==> src/rtl/brdPkg.sv <==
package brdPkg;
  localparam int NUM_STATIC = 3;
  localparam int NUM_DYN    = 4;
  localparam int NUM_BANKS  = NUM_STATIC + NUM_DYN;
  localparam int CFG_W      = 2 * NUM_BANKS;

  localparam int REG_ROM = 0;
  localparam int REG_RAM = 1;
  localparam int REG_EXT = 2;

  localparam logic [1:0] WID_8  = 2'b00;
  localparam logic [1:0] WID_16 = 2'b01;
  localparam logic [1:0] WID_32 = 2'b10;

  typedef struct packed {
    logic                         remapOn;
    logic                         flashBoot;
    logic [NUM_BANKS-1:0][1:0]    bankWidth;
  } ctrlStrobes_t;

  function automatic logic [1:0] normWidth(input logic [1:0] code);
    return (code == 2'b11) ? WID_32 : code;
  endfunction
endpackage

==> src/rtl/brdControl.sv <==
module brdControl
  import brdPkg::*;
(
  input  logic             clk,
  input  logic             rstN,
  input  logic             bootSel,
  input  logic             cfgWrEn,
  input  logic             cfgAddr,
  input  logic [CFG_W-1:0] cfgWrData,
  output ctrlStrobes_t     ctrl
);
  logic                      remapQ;
  logic [NUM_BANKS-1:0][1:0] widthQ;

  always_ff @(posedge clk or negedge rstN) begin
    if (!rstN) begin
      remapQ <= 1'b0;
      widthQ <= {NUM_BANKS{WID_32}};
    end else if (cfgWrEn) begin
      if (!cfgAddr) remapQ <= remapQ | cfgWrData[0];
      else          widthQ <= cfgWrData;
    end
  end

  always_comb begin
    ctrl.remapOn   = remapQ;
    ctrl.flashBoot = bootSel;
    ctrl.bankWidth = widthQ;
  end

  p_remap_sticky_r9: assert property (@(posedge clk) disable iff (!rstN)
    remapQ |=> remapQ);
  p_remap_set_r9: assert property (@(posedge clk) disable iff (!rstN)
    (cfgWrEn && !cfgAddr && cfgWrData[0]) |=> remapQ);
  p_width_load_r8: assert property (@(posedge clk) disable iff (!rstN)
    (cfgWrEn && cfgAddr) |=> (widthQ == $past(cfgWrData)));
endmodule

==> src/rtl/brdDatapath.sv <==
module brdDatapath
  import brdPkg::*;
#(
  parameter logic [31:0] ROM_BASE     = 32'h4000_0000,
  parameter logic [31:0] ROM_BYTES    = 32'h0000_4000,
  parameter logic [31:0] RAM_BASE     = 32'h4010_0000,
  parameter logic [31:0] RAM_BYTES    = 32'h0000_2000,
  parameter logic [31:0] STATIC_BASE  = 32'h6000_0000,
  parameter logic [31:0] STATIC_BYTES = 32'h0040_0000,
  parameter logic [31:0] DYN_BASE     = 32'h8000_0000,
  parameter logic [31:0] DYN_BYTES    = 32'h0080_0000
)(
  input  logic                 clk,
  input  logic                 rstN,
  input  ctrlStrobes_t         ctrl,
  input  logic                 reqValid,
  input  logic [31:0]          reqAddr,
  output logic [2:0]           regionSel,
  output logic [NUM_BANKS-1:0] chipSel,
  output logic [1:0]           busWidth,
  output logic                 addrErr
);
  logic [2:0]           hitRegion;
  logic [NUM_BANKS-1:0] hitBank;

  always_comb begin
    hitRegion = '0;
    hitBank   = '0;
    if (reqAddr >= ROM_BASE && reqAddr < ROM_BASE + ROM_BYTES) hitRegion[REG_ROM] = 1'b1;
    if (reqAddr >= RAM_BASE && reqAddr < RAM_BASE + RAM_BYTES) hitRegion[REG_RAM] = 1'b1;
    for (int i = 0; i < NUM_STATIC; i++) begin
      if (reqAddr >= STATIC_BASE + 32'(i) * STATIC_BYTES &&
          reqAddr <  STATIC_BASE + 32'(i + 1) * STATIC_BYTES) hitBank[i] = 1'b1;
    end
    for (int j = 0; j < NUM_DYN; j++) begin
      if (reqAddr >= DYN_BASE + 32'(j) * DYN_BYTES &&
          reqAddr <  DYN_BASE + 32'(j + 1) * DYN_BYTES) hitBank[NUM_STATIC + j] = 1'b1;
    end
    if (ctrl.remapOn) begin
      if (reqAddr < RAM_BYTES) hitRegion[REG_RAM] = 1'b1;
    end else if (ctrl.flashBoot) begin
      if (reqAddr < STATIC_BYTES) hitBank[0] = 1'b1;
    end else begin
      if (reqAddr < ROM_BYTES) hitRegion[REG_ROM] = 1'b1;
    end
    hitRegion[REG_EXT] = |hitBank;
  end

  always_comb begin
    regionSel = '0;
    chipSel   = '0;
    busWidth  = '0;
    addrErr   = 1'b0;
    if (reqValid) begin
      regionSel = hitRegion;
      chipSel   = hitBank;
      addrErr   = (hitRegion == '0);
      if (hitRegion[REG_ROM] || hitRegion[REG_RAM]) busWidth = WID_32;
      for (int k = 0; k < NUM_BANKS; k++) begin
        if (hitBank[k]) busWidth = normWidth(ctrl.bankWidth[k]);
      end
    end
  end

  p_region_onehot_r11: assert property (@(posedge clk) disable iff (!rstN)
    $onehot0(regionSel));
  p_err_nosel_r10: assert property (@(posedge clk) disable iff (!rstN)
    addrErr |-> (regionSel == '0 && chipSel == '0));
  p_idle_quiet_r10: assert property (@(posedge clk) disable iff (!rstN)
    !reqValid |-> (regionSel == '0 && chipSel == '0 && !addrErr && busWidth == '0));
  p_ext_cs_r5: assert property (@(posedge clk) disable iff (!rstN)
    regionSel[REG_EXT] |-> $onehot(chipSel));
  p_alias_ram_r4: assert property (@(posedge clk) disable iff (!rstN)
    (reqValid && ctrl.remapOn && reqAddr < RAM_BYTES) |-> regionSel[REG_RAM]);
  p_width_legal_r8: assert property (@(posedge clk) disable iff (!rstN)
    busWidth != 2'b11);
endmodule

==> src/rtl/bootRemapDecoder.sv <==
module bootRemapDecoder
  import brdPkg::*;
(
  input  logic             clk,
  input  logic             rstN,
  input  logic             bootSel,
  input  logic             reqValid,
  input  logic [31:0]      reqAddr,
  input  logic             cfgWrEn,
  input  logic             cfgAddr,
  input  logic [CFG_W-1:0] cfgWrData,
  output logic [2:0]       regionSel,
  output logic [6:0]       chipSel,
  output logic [1:0]       busWidth,
  output logic             addrErr
);
  ctrlStrobes_t ctrl;

  brdControl i_ctrl (
    .clk(clk), .rstN(rstN), .bootSel(bootSel), .cfgWrEn(cfgWrEn),
    .cfgAddr(cfgAddr), .cfgWrData(cfgWrData), .ctrl(ctrl)
  );

  brdDatapath i_dp (
    .clk(clk), .rstN(rstN), .ctrl(ctrl), .reqValid(reqValid), .reqAddr(reqAddr),
    .regionSel(regionSel), .chipSel(chipSel), .busWidth(busWidth), .addrErr(addrErr)
  );
endmodule

==> config.mk <==
export PLATFORM = sky130hd
export DESIGN_NAME = bootRemapDecoder
export DESIGN_NICKNAME = d
export VERILOG_FILES = /design/src/rtl/brdPkg.sv /design/src/rtl/brdControl.sv /design/src/rtl/brdDatapath.sv /design/src/rtl/bootRemapDecoder.sv
export SDC_FILE = /design/constraint.sdc
export NUM_CORES = 1
export LEC_CHECK = 0
export ABC_AREA = 1
export BUFFER_PORTS_ARGS = -buffer_cell sky130_fd_sc_hd__buf_4
export CAP_MARGIN = 20
export CORE_MARGIN = 3
export CORE_UTILIZATION = 47
export CTS_CLUSTER_SIZE = 16
export DETAILED_ROUTE_END_ITERATION = 10
export GPL_ROUTABILITY_DRIVEN = 0
export PLACE_DENSITY = 0.85
export SLEW_MARGIN = 20
export SYNTH_ARGS = -nofsm -noshare
export SYNTH_HDL_FRONTEND = slang
export SYNTH_SLANG_ARGS = --single-unit
==> constraint.sdc <==
create_clock -name clk -period 1.8 [get_ports clk]
set_input_delay 0 -clock clk [delete_from_list [all_inputs] [get_ports clk]]
set_output_delay 0 -clock clk [all_outputs]
set_load 0.05 [all_outputs]
Yosys cells after proc, flatten, opt, wreduce, memory -nomap -nowiden. Index checks and enable logic that the tools add are counted.

Latch bits: 0. ROM bits: 0. Input bits: 52. Memory bits (writable): 0. Memories kept: 0. Register bits: 15. Logic and storage cells: 88.

Multiply operators: 0. Muxes and demuxes: 36. Div/mod/pow operators: 0. $add $sub $neg: 0. Reductions and logical operators: 14. Equal/unequal tests: 7. Shifts and indexed selects: 0. Bitwise logic cells: 2. Order comparisons: 21.

Operators with widths (number): $ge A32 B31 Y1 const B (5); $lt A32 B31 Y1 const B (5); $ge A32 B32 Y1 const B (4); $lt A32 B32 Y1 const B (4); $lt A32 B14 Y1 const B (1); $lt A32 B15 Y1 const B (1); $lt A32 B23 Y1 const B (1); $mux W2 (16); $mux W1 (18); $eq A2 B2 Y1 const B (7); $logic_and A1 B1 Y1 (9); $mux W7 (1); $reduce_or A7 Y1 (1); $reduce_and A2 Y1 (2); $logic_not A3 Y1 (1); $mux W3 (1); $logic_or A1 B1 Y1 (1); $not A1 Y1 (1); $or A1 B1 Y1 (1).

Logic depth before layout (Yosys ltp). Gate-level depths: netlist of run 1.

Depth in word-level cells: 16. Depth in mapped cells: 13.

Cells and area by module. Synthesis of run 1 repeated with hierarchy kept, for this count alone.

Cells, all modules: 207. Area total of the unflattened synthesis: 1386.3 um2.

By module, submodules not included: brdDatapath (sequential area each 0.0 um2, times used 1, area an instance 704.4 um2, cells each 138); brdControl (sequential area each 384.1 um2, times used 1, area an instance 681.9 um2, cells each 69).

Least setup slack after synthesis of run 1. Ideal clock, no wire load.

Path kind: reg-to-output. Start: register i_ctrl.remapQ. End: output regionSel[1]. Data arrival time: 1662 ps. Cell stages (with the launch flop): 5. Slack: 138 ps. Cells stage by stage: dfrtp_1 > inv_1 > o21ai_0 > nand3_1 > nor3_1.

Word-level cells in the longest chain between the ends: 2.

Ends and longest elaborated chain: start: declaration (RTL line brdControl.sv:12) `logic remapQ;`; start signal: assignment (RTL line brdControl.sv:20) `if (!cfgAddr) remapQ <= remapQ | cfgWrData[0];`; $mux W1 (RTL line brdDatapath.sv:39) `if (ctrl.remapOn) begin`; $mux W3 (RTL line brdDatapath.sv:54) `if (reqValid) begin`; end: declaration (RTL line bootRemapDecoder.sv:12) `output logic [2:0] regionSel,`.

Every way passes these cells.

Worst setup path in the final report of run 1.
Start: register i_ctrl.remapQ. End: output busWidth[1].

Word-level cells in the longest chain between the ends: 11. Elaborated cells between the ends (all ways): 13. Those cells by class: mux (12); reduce/logical (1).

Ends and longest elaborated chain: $mux W1 (RTL line brdDatapath.sv:39); $logic_or A1 B1 Y1 (RTL line brdDatapath.sv:58) `if (hitRegion[REG_ROM] || hitRegion[REG_RAM]) busWidth = WID_32;`; $mux W2 (RTL line brdDatapath.sv:58); $mux W2 * (7 in series) (RTL line brdDatapath.sv:60) `if (hitBank[k]) busWidth = normWidth(ctrl.bankWidth[k]);`; $mux W2 * (RTL line brdDatapath.sv:54); end: declaration (RTL line bootRemapDecoder.sv:14) `output logic [1:0] busWidth,`.

Mark *: on every way between the ends. The rest lies on a longest branch, timed or not.

==> results of run 1 <==
-- placed cells by master (no fill, tap or decap) --
cell type,count
nand4_2,1
inv_2,4
o21a_1,1
nand4_1,5
a21oi_2,1
buf_6,2
mux2_2,7
o21ai_0,5
nand3_1,6
nor3_1,4
o21ai_1,1
nand3_2,4
clkbuf_4,3
dlygate4sd3_1,16
o21ai_2,1
inv_1,21
buf_4,52
nand2_2,3
nor3b_4,1
nor2_4,2
o31ai_1,1
dfrtp_1,8
a31oi_1,1
nor2_2,3
nor2_1,40
nand2_1,31
a21oi_1,8
dfstp_2,7
clkinv_2,1
nand3b_1,1
-- worst max path at each step --
stage / from / endpoint / slack (ns) / cells after the start
after floorplan: i_ctrl.remapQ / regionSel[1] / 0.14 / 4
after global placement: i_ctrl.remapQ / busWidth[1] / 0.31 / 13
after detailed placement: i_ctrl.remapQ / busWidth[1] / 0.32 / 13
after CTS: i_ctrl.remapQ / busWidth[0] / 0.007 / 12
after global routing: i_ctrl.remapQ / busWidth[1] / -0.03 / 13
final: i_ctrl.remapQ / busWidth[1] / 0.12 / 13
-- cells in the mapped netlist, drive strengths merged --
master  instances  area (µm²)
nand3          10        65.1
nor3b           1        12.5
mux2            7        78.8
dfstp           7         184
nand2          34         133
o21a            1        7.51
clkbuf          3        11.3
o21ai           7        38.8
dfrtp           8         200
nand3b          1        7.51
inv            25        93.8
o31ai           1        7.51
nor2           45         184
a21oi           9        48.8
nor3            4        20.0
nand4           6        43.8
a31oi           1        6.26
-- metrics by stage --
stage                     setup TNS [ns]  hold slack [ns]   util  setup slack (ns)
after global placement                 0           -0.146  0.690             0.312
after global routing             -0.0295           0.0284  0.793           -0.0295
after floorplan                        0           -0.296      -             0.138
final                                  0          0.00810  0.793             0.123
after CTS                              0          0.00196  0.774           0.00705
after detailed placement               0           -0.141  0.690             0.318
-- cells by family (layout without fill, tap and decap cells) --
logic type / Yosys count / after routing / share of synthesized area
AO/OA/AOI/OAI: 19 / 19 / 0.0953
buffers and inverters: 28 / 99 / 0.0920
flip-flops: 15 / 15 / 0.336
multiplexers: 7 / 7 / 0.0690
AND/OR/NAND/NOR: 101 / 101 / 0.407
-- worst max-delay path, cell delays in order, from the launching register on --
cell     delay (ns)
dfrtp_1        0.36
inv_2          0.05
nand3_2        0.07
nand2_1        0.07
nand2_2        0.09
nor2_4         0.05
nand2_1        0.06
nand3_1        0.06
nor2_1         0.11
nand2_1        0.06
nand2_1        0.06
nand2_1        0.06
a21oi_2        0.14
buf_6          0.17
-- layout make-up --
class,count,area (µm²),area share
clock buffer,3,22.5,0.0126
multi-input combinational,127,674,0.377
tap,28,35.0,0.0196
inverter,25,93.8,0.0525
timing repair buffer,70,573,0.321
sequential,15,384,0.215
clock inverter,1,5.00,0.00280
-- power breakdown --
part           internal [mW]  leakage [nW]  total [mW]  switching, mW
registers              0.395         0.164       0.418         0.0227
logic                  0.127         0.750       0.245          0.118
clock network         0.0827        0.0177       0.193          0.110
total                  0.605         0.932       0.856          0.251
-- routing by layer --
| metal | vias to the layer above | GRT usage | share of wire |
|---|---|---|---|
| li1 | 687 | - | - |
| met1 | 599 | 0.249 | 0.40 |
| met2 | 61 | 0.399 | 0.51 |
| met4 | 0 | 0.135 | 0.029 |
| met3 | 10 | 0.0280 | 0.065 |
| met5 | - | 0 | 0 |
-- sequential cells by signal, indices dropped and copies added, names as in the netlist --
name and flops:
i_ctrl.remapQ 1, i_ctrl.ctrl 14
-- what timing repair did --
action                     CTS  global route
hold buffers                16             0
hold endpoints to repair    29             0
setup buffers                0             2
resized for setup            0             9
setup endpoints to repair    0             4
==> flow_summary.ini, run 1 <==
[clocking]
cts_tree = built
cts_buffers = 3
cts_root_buffer = clkbuf_4
h-tree-depth = 1
clock_latency_ns = 0.28
clockBufferDepth = 2
path_clk_slew_ns = 0.08
clock_sinks = 15

[synthesis]
synth_nets = 222
ys.warnings.count = 0
synth-seq-cells = 15
seq_area_frac_synth = 0.336
syn-cell-area_um2 = 1140
ys_types = 25
syn_inst = 170
syn_area_per_cell_um2 = 6.72

[timing]
final.min_clock_period_ns = 1.68
skew_ns = 0
worst_pin_slew_ns = 0.531
min_period_over_period = 0.932
finalMaxSlewViolations = 0
hold_viol = 0
finalSetupViolCount = 0
fmax_ghz = 0.596
rsz0062_at_grt = yes
relSlewSlack = 0.645

[routing]
via_count = 1357
ant_nets = 0
drc = 0
wl_mm = 3.35
wl_per_cell_um = 12.4
firstDrtPassIters = 5
drt-vias-per-instance = 5.04
drt_iter0_drc = 33

[grt]
grt_pass1_vias = 1327
grt_max_degree = 17
grt_pass1_wl_mm = 5.48
grt.overflow.total = 0
antenna_found_initial = 0
grt.total_usage = 0.223

[layout]
drive_gt1_frac = 0.382
final_nets = 294
fin_cells = 269
diodes = 0
fillers = 169
area_delta_synth_final_pct = 56.5
stdcell_area_um2 = 1790

[setup_path]
rr_worst_depth = 4
startpoint_type = flop
critical_path.endpoint_type = primary output
worstPathArrival_ns = 1.68
path_class = flop to primary output
r2r_slack_ns = 0.51
r2r-end = i_ctrl.remapQ
required_ns = 1.80
critical_path.reg2reg.startpoint = i_ctrl.remapQ
crit_fanout = 3

[power_and_ir_drop]
total_leakage_power_nw = 0.932
total_power_uw = 856
ir_worst_vdd_mv = 0.552
p_per_area_nw_per_um2 = 478

[floorplan]
coreArea_um2 = 2250
die_area_um2 = 3060
die_y_um = 55.3
boundaryPins = 65
initial_core_util = 0.507
dieWidth_um = 55.3
rows = 17

[min_path]
hold_path.startpoint = cfgWrData[0]
whs_endpoint = i_ctrl.ctrl[0]
min_path_cells = 3
hp-class = input port to flop

[place]
portBuffers = 51
dp_hpwl_mm = 2.39
place_inst = 247
post_dp_cell_area_um2 = 1560

[status]
outcome = finished clean

[job]
cap_violations = 0
Note: power is estimated with default switching activity, not from simulation.
==> inputs of run 2 (changes only) <==
- CORE_UTILIZATION: 47 -> 49
- CTS_BUF_LIST: not set -> sky130_fd_sc_hd__clkbuf_4
- PLACE_DENSITY: 0.85 -> 0.88
==> run 2 against run 1 <==
  * Combinational power increased by 8.2%
  * Die area decreased by 3.6%
  * Maximum frequency decreased by 5.9%
  * First-iteration DRC count increased to 3.0 times the previous value
  * Routed wire length increased by 36%
  * Critical path depth decreased by 1
  * Sequential cell count unchanged
  * Clock skew unchanged
  * Clock power increased by 5%
  * Register-to-register slack got worse by 0.05 ns
  * Hold slack improved by 0.066 ns
  * Total power increased by 4.0%
  * Largest cell class unchanged
==> flow_summary.ini, run 2 (same netlist as run 1, synthesis figures left out) <==
[routing]
firstDrtPassIters = 5
drt-vias-per-instance = 5.88
wl_mm = 4.57
via_count = 1576
ant_nets = 0
wl_per_cell_um = 17.0
drt_iter0_drc = 98
drc = 0

[power_and_ir_drop]
ir_worst_vdd_mv = 0.662
p_per_area_nw_per_um2 = 490
total_leakage_power_nw = 0.945
total_power_uw = 889

[layout]
drive_gt1_frac = 0.398
fin_util = 0.873
final_cell_mix = buf_4 (50), nor2_1 (40), nand2_1 (28)
layout_commonest_cell = buf_4
final_nets = 294
area_delta_synth_final_pct = 59.0
largest_register_ffs = 14
diodes = 0

[floorplan]
coreArea_um2 = 2080
rows = 16
die_y_um = 54.3
die_area_um2 = 2950
dieWidth_um = 54.3
initial_core_util = 0.549
boundaryPins = 65

[clocking]
cts_root_buffer = clkbuf_4
clock_latency_ns = 0.29
path_clk_slew_ns = 0.10
clock_sinks = 15
clockBufferDepth = 2
cts_buffers = 3
cts_tree = built
h-tree-depth = 1

[timing]
finalMaxSlewViolations = 0
relSlewSlack = 0.540
rsz0062_at_grt = yes
worst_pin_slew_ns = 0.689
fin_hold_ws_ns = 0.0738
hold_viol = 0
min_period_over_period = 0.990
final.min_clock_period_ns = 1.78
skew_ns = 0
fin_ws_ns = 0.0179
fmax_ghz = 0.561
finalSetupViolCount = 0
setup_tns_ns = 0

[grt]
antenna_found_initial = 0
grt.overflow.total = 0
grt_max_degree = 22
grt.total_usage = 0.313
grt_pass1_wl_mm = 6.52
globalRouteMet3Util = 0.0327
met2_usage = 0.572
grt_busiest_layer = met2
grt_pass1_vias = 1453
grt_use_met1 = 0.346

[setup_path]
critPathBufInv = 3
path_class = flop to primary output
slowest_stage = dfrtp_1
cp_top_family = simple AND/OR/NAND/NOR gates
crit_fanout = 3
cp_cell_sequence = inv_2 -> nand3_2 -> nand2_2 -> nand2_2 -> nor2_4 -> nand3_1 -> nand3_1 -> nand2_1 -> nand3_1 -> nand2_1 -> inv_1 -> buf_6
cp_common_cell = nand3_1
worstPathArrival_ns = 1.78
crit_path_max_incr_delay_ns = 0.41
startpoint_type = flop
required_ns = 1.80
critical_path.endpoint_type = primary output

[place]
dp_hpwl_mm = 2.56
portBuffers = 51
post-place-ws_ns = 0.291

[job]
cap_violations = 0

[status]
outcome = finished clean

[min_path]
hp-class = input port to async pin
## run 2: cell count changes in the layout (fill, tap and decap cells not counted)
cell           delta
nand2_1           -3
buf_6             +1
nor3_1            -1
nand2_2           +3
nand3_1           -1
nand3_2           +1
dlygate4sd3_1     +1
buf_4             -2
nor3_4            +1
## run 2: cell type report
class                   count  area [µm²]
flip-flops and latches     15         384
multi-input cells         127         698
clock buffers               3        22.5
clock inverters             1        5.00
repair buffers             70         579
well taps                  27        33.8
inverters                  25        93.8
fillers                   107         265
## run 2: power by group
part / internal [mW] / switching [mW]
logic: 0.128 / 0.137
clock network: 0.0829 / 0.119
registers: 0.395 / 0.0268
total: 0.606 / 0.283
## run 2: worst register-to-register path, cell delays in order (launching register included)
cell and delay (ns):
dfrtp_1 0.41, inv_2 0.09, buf_4 0.11, o31ai_1 0.06, dlygate4sd3_1 0.56
## run 2: per-layer routing
layer | wire, µm | vias to the layer above
li1 | - | 684
met1 | 1610 | 704
met2 | 2210 | 143
met3 | 400 | 45
met4 | 343 | 0
met5 | 0 | -
## run 2: through the flow
step                      area (µm²)  std cells
final                           1820        268
after global placement          1550        245
after CTS                       1740        265
after global routing            1820        268
after floorplan                 1140        170
after detailed placement        1550        245
## run 2: path summary, 6_finish.rpt
check	from	end	slack [ns]	depth (start not counted)
setup / recovery	i_ctrl.remapQ	busWidth[0]	0.02	12
hold / removal	rstN	i_ctrl.ctrl[12]	0.07	2
setup reg to reg	i_ctrl.remapQ	i_ctrl.remapQ	0.46	4
hold reg to reg	i_ctrl.ctrl[11]	i_ctrl.ctrl[11]	0.52	2
max in group asynchronous	rstN	i_ctrl.ctrl[5]	1.47	2
min in group clk	reqValid	busWidth[1]	0.39	4
## run 2: what timing repair did
item,CTS,global route
hold buffers,16,1
resized for setup,1,15
hold endpoints to repair,29,1
setup endpoints to repair,2,4
setup buffers,0,2
pin swaps,0,7
==> inputs of run 3 (changes only) <==
==> constraint.sdc (replaced) <==
create_clock -name clk -period 1.8 [get_ports clk]
set_input_delay 0.27 -clock clk [delete_from_list [all_inputs] [get_ports clk]]
set_output_delay 0.27 -clock clk [all_outputs]
set_load 0.05 [all_outputs]
==> run 3 against run 2 <==
  * The flow now finishes with violations (setup timing)
  * Utilization rose by 6.1 points
  * Global-route usage is 0.15 points higher
  * Critical path type unchanged
  * Critical path depth is 2 lower
  * Total power grew 0.51%
  * Maximum frequency decreased by 17%
  * Worst setup slack got worse by 0.37 ns
  * Combinational power increased by 2%
  * Cell area rose by 7.0%
  * Largest cell class unchanged
  * Cell count rose by 2.2%
  * Sequential share of layout area down 1.4 points
==> flow_summary.ini, run 3 (same netlist as run 1, synthesis figures left out) <==
[floorplan]
coreArea_um2 = 2080
rows = 16
boundaryPins = 65
die_area_um2 = 2950
initial_core_util = 0.549
die_y_um = 54.3
dieWidth_um = 54.3

[setup_path]
cp_top_family = simple AND/OR/NAND/NOR gates
cp_common_cell = nand2_1
startpoint_type = flop
slowest_stage = dfrtp_1
crit_fanout = 2
required_ns = 1.53
critical_path.reg2reg.startpoint = i_ctrl.remapQ
crit_path_max_incr_delay_ns = 0.43
path_class = flop to primary output
critPathBufInv = 1
worstPathArrival_ns = 1.88
startpoint = i_ctrl.remapQ
critical_path.endpoint_type = primary output
cp_cell_sequence = nor3_2 -> nand4_1 -> nand2_1 -> nor2_2 -> nand2_1 -> nand2_1 -> nand2_1 -> nand2_2 -> a21oi_4 -> buf_8

[timing]
final.min_clock_period_ns = 2.15
relSlewSlack = 0.682
rsz0062_at_grt = yes
fin_ws_ns = -0.353
worst_pin_slew_ns = 0.476
fin_hold_ws_ns = 0.197
skew_ns = 0
hold_viol = 0
min_period_over_period = 1.20
finalSetupViolCount = 7
fmax_ghz = 0.464
finalMaxSlewViolations = 0

[routing]
via_count = 1650
firstDrtPassIters = 5
wl_per_cell_um = 19.0
drt_iter0_drc = 95
ant_nets = 0
wl_mm = 5.20
drc = 0
met2_length_mm = 2.55
highest_layer = met4
drt-vias-per-instance = 6.02
wl_met1_mm = 1.70
wl_met3_um = 486

[status]
violations = setup timing
outcome = finished, violations left

[power_and_ir_drop]
total_leakage_power_nw = 1.01
ir_worst_vdd_mv = 0.661
p_per_area_nw_per_um2 = 460

[clocking]
h-tree-depth = 1
clock_sinks = 15
clockBufferDepth = 2
cts_tree = built
cts_buffers = 3
clock_latency_ns = 0.28
cts_root_buffer = clkbuf_4
path_clk_slew_ns = 0.08

[layout]
final_nets = 300
largest_register_ffs = 14
area_delta_synth_final_pct = 70.2
drive_gt1_frac = 0.563
final_cell_mix = buf_4 (66), nor2_1 (30), nand2_1 (26)
diodes = 0
layout_commonest_cell = buf_4

[min_path]
hold_path.startpoint = cfgAddr
hp-class = input port to flop

[place]
portBuffers = 51
post-place-ws_ns = -0.195
dp_hpwl_mm = 2.95

[grt]
grt_pass1_wl_mm = 6.52
grt_max_degree = 16
antenna_found_initial = 0
grt.total_usage = 0.315
grt_pass1_vias = 1510
grt.overflow.total = 0

[job]
cap_violations = 0
## run 3: cell types whose count changed in the layout (fill, tap and decap cells not counted), sizes merged
cell,delta
buf,+22
dlygate4sd3,-16
## run 3: report_power, final
group	leakage [nW]	internal [mW]	switching (mW)	total (mW)
sequential	0.164	0.396	0.0314	0.427
clock	0.0177	0.0827	0.113	0.196
combinational	0.826	0.126	0.145	0.271
total	1.01	0.604	0.290	0.894
## run 3: routing by layer
layer  vias to the layer above  global-route usage
met5                         -                   0
met1                       745               0.325
met2                       157               0.572
met3                        49              0.0381
li1                        699                   -
met4                         0               0.241
## run 3: metrics by stage
stage	cells	TNS, ns	instance area, µm²	util	total power [mW]
after floorplan	170	0	1170	-	0.526
after global placement	265	-0.264	1720	0.828	0.639
after detailed placement	265	-0.475	1720	0.828	0.656
after CTS	273	-0.468	1850	0.887	0.857
after global routing	274	-1.56	1940	0.934	0.931
final	274	-1.02	1940	0.934	0.894
## run 3: path summary, 6_finish.rpt
check / end / slack (ns) / cells after the start
max in group asynchronous: i_ctrl.ctrl[1] / 1.19 / 2
worst max-delay path: busWidth[1] / -0.35 / 10
worst min register to register: i_ctrl.ctrl[3] / 0.53 / 2
min in group asynchronous: i_ctrl.ctrl[10] / 0.36 / 2
worst min-delay path: i_ctrl.remapQ / 0.20 / 2
worst max register to register: i_ctrl.remapQ / 0.87 / 4
## run 3: repair_timing
action                                 CTS  global route
setup buffers                            3             2
gates resized for setup                 17            27
pin swaps                                9             7
endpoints found under the hold margin    8             0
hold buffers                             1             0
setup endpoints to repair                4             9
## run 3: layout make-up
| type | count | area, µm² |
|---|---|---|
| Inverter | 25 | 96.3 |
| Clock inverter | 1 | 5.00 |
| Sequential cell | 15 | 384 |
| Clock buffer | 3 | 22.5 |
| Timing Repair Buffer | 76 | 614 |
| Multi-Input combinational cell | 127 | 788 |
| Fill cell | 65 | 138 |
| Tap cell | 27 | 33.8 |
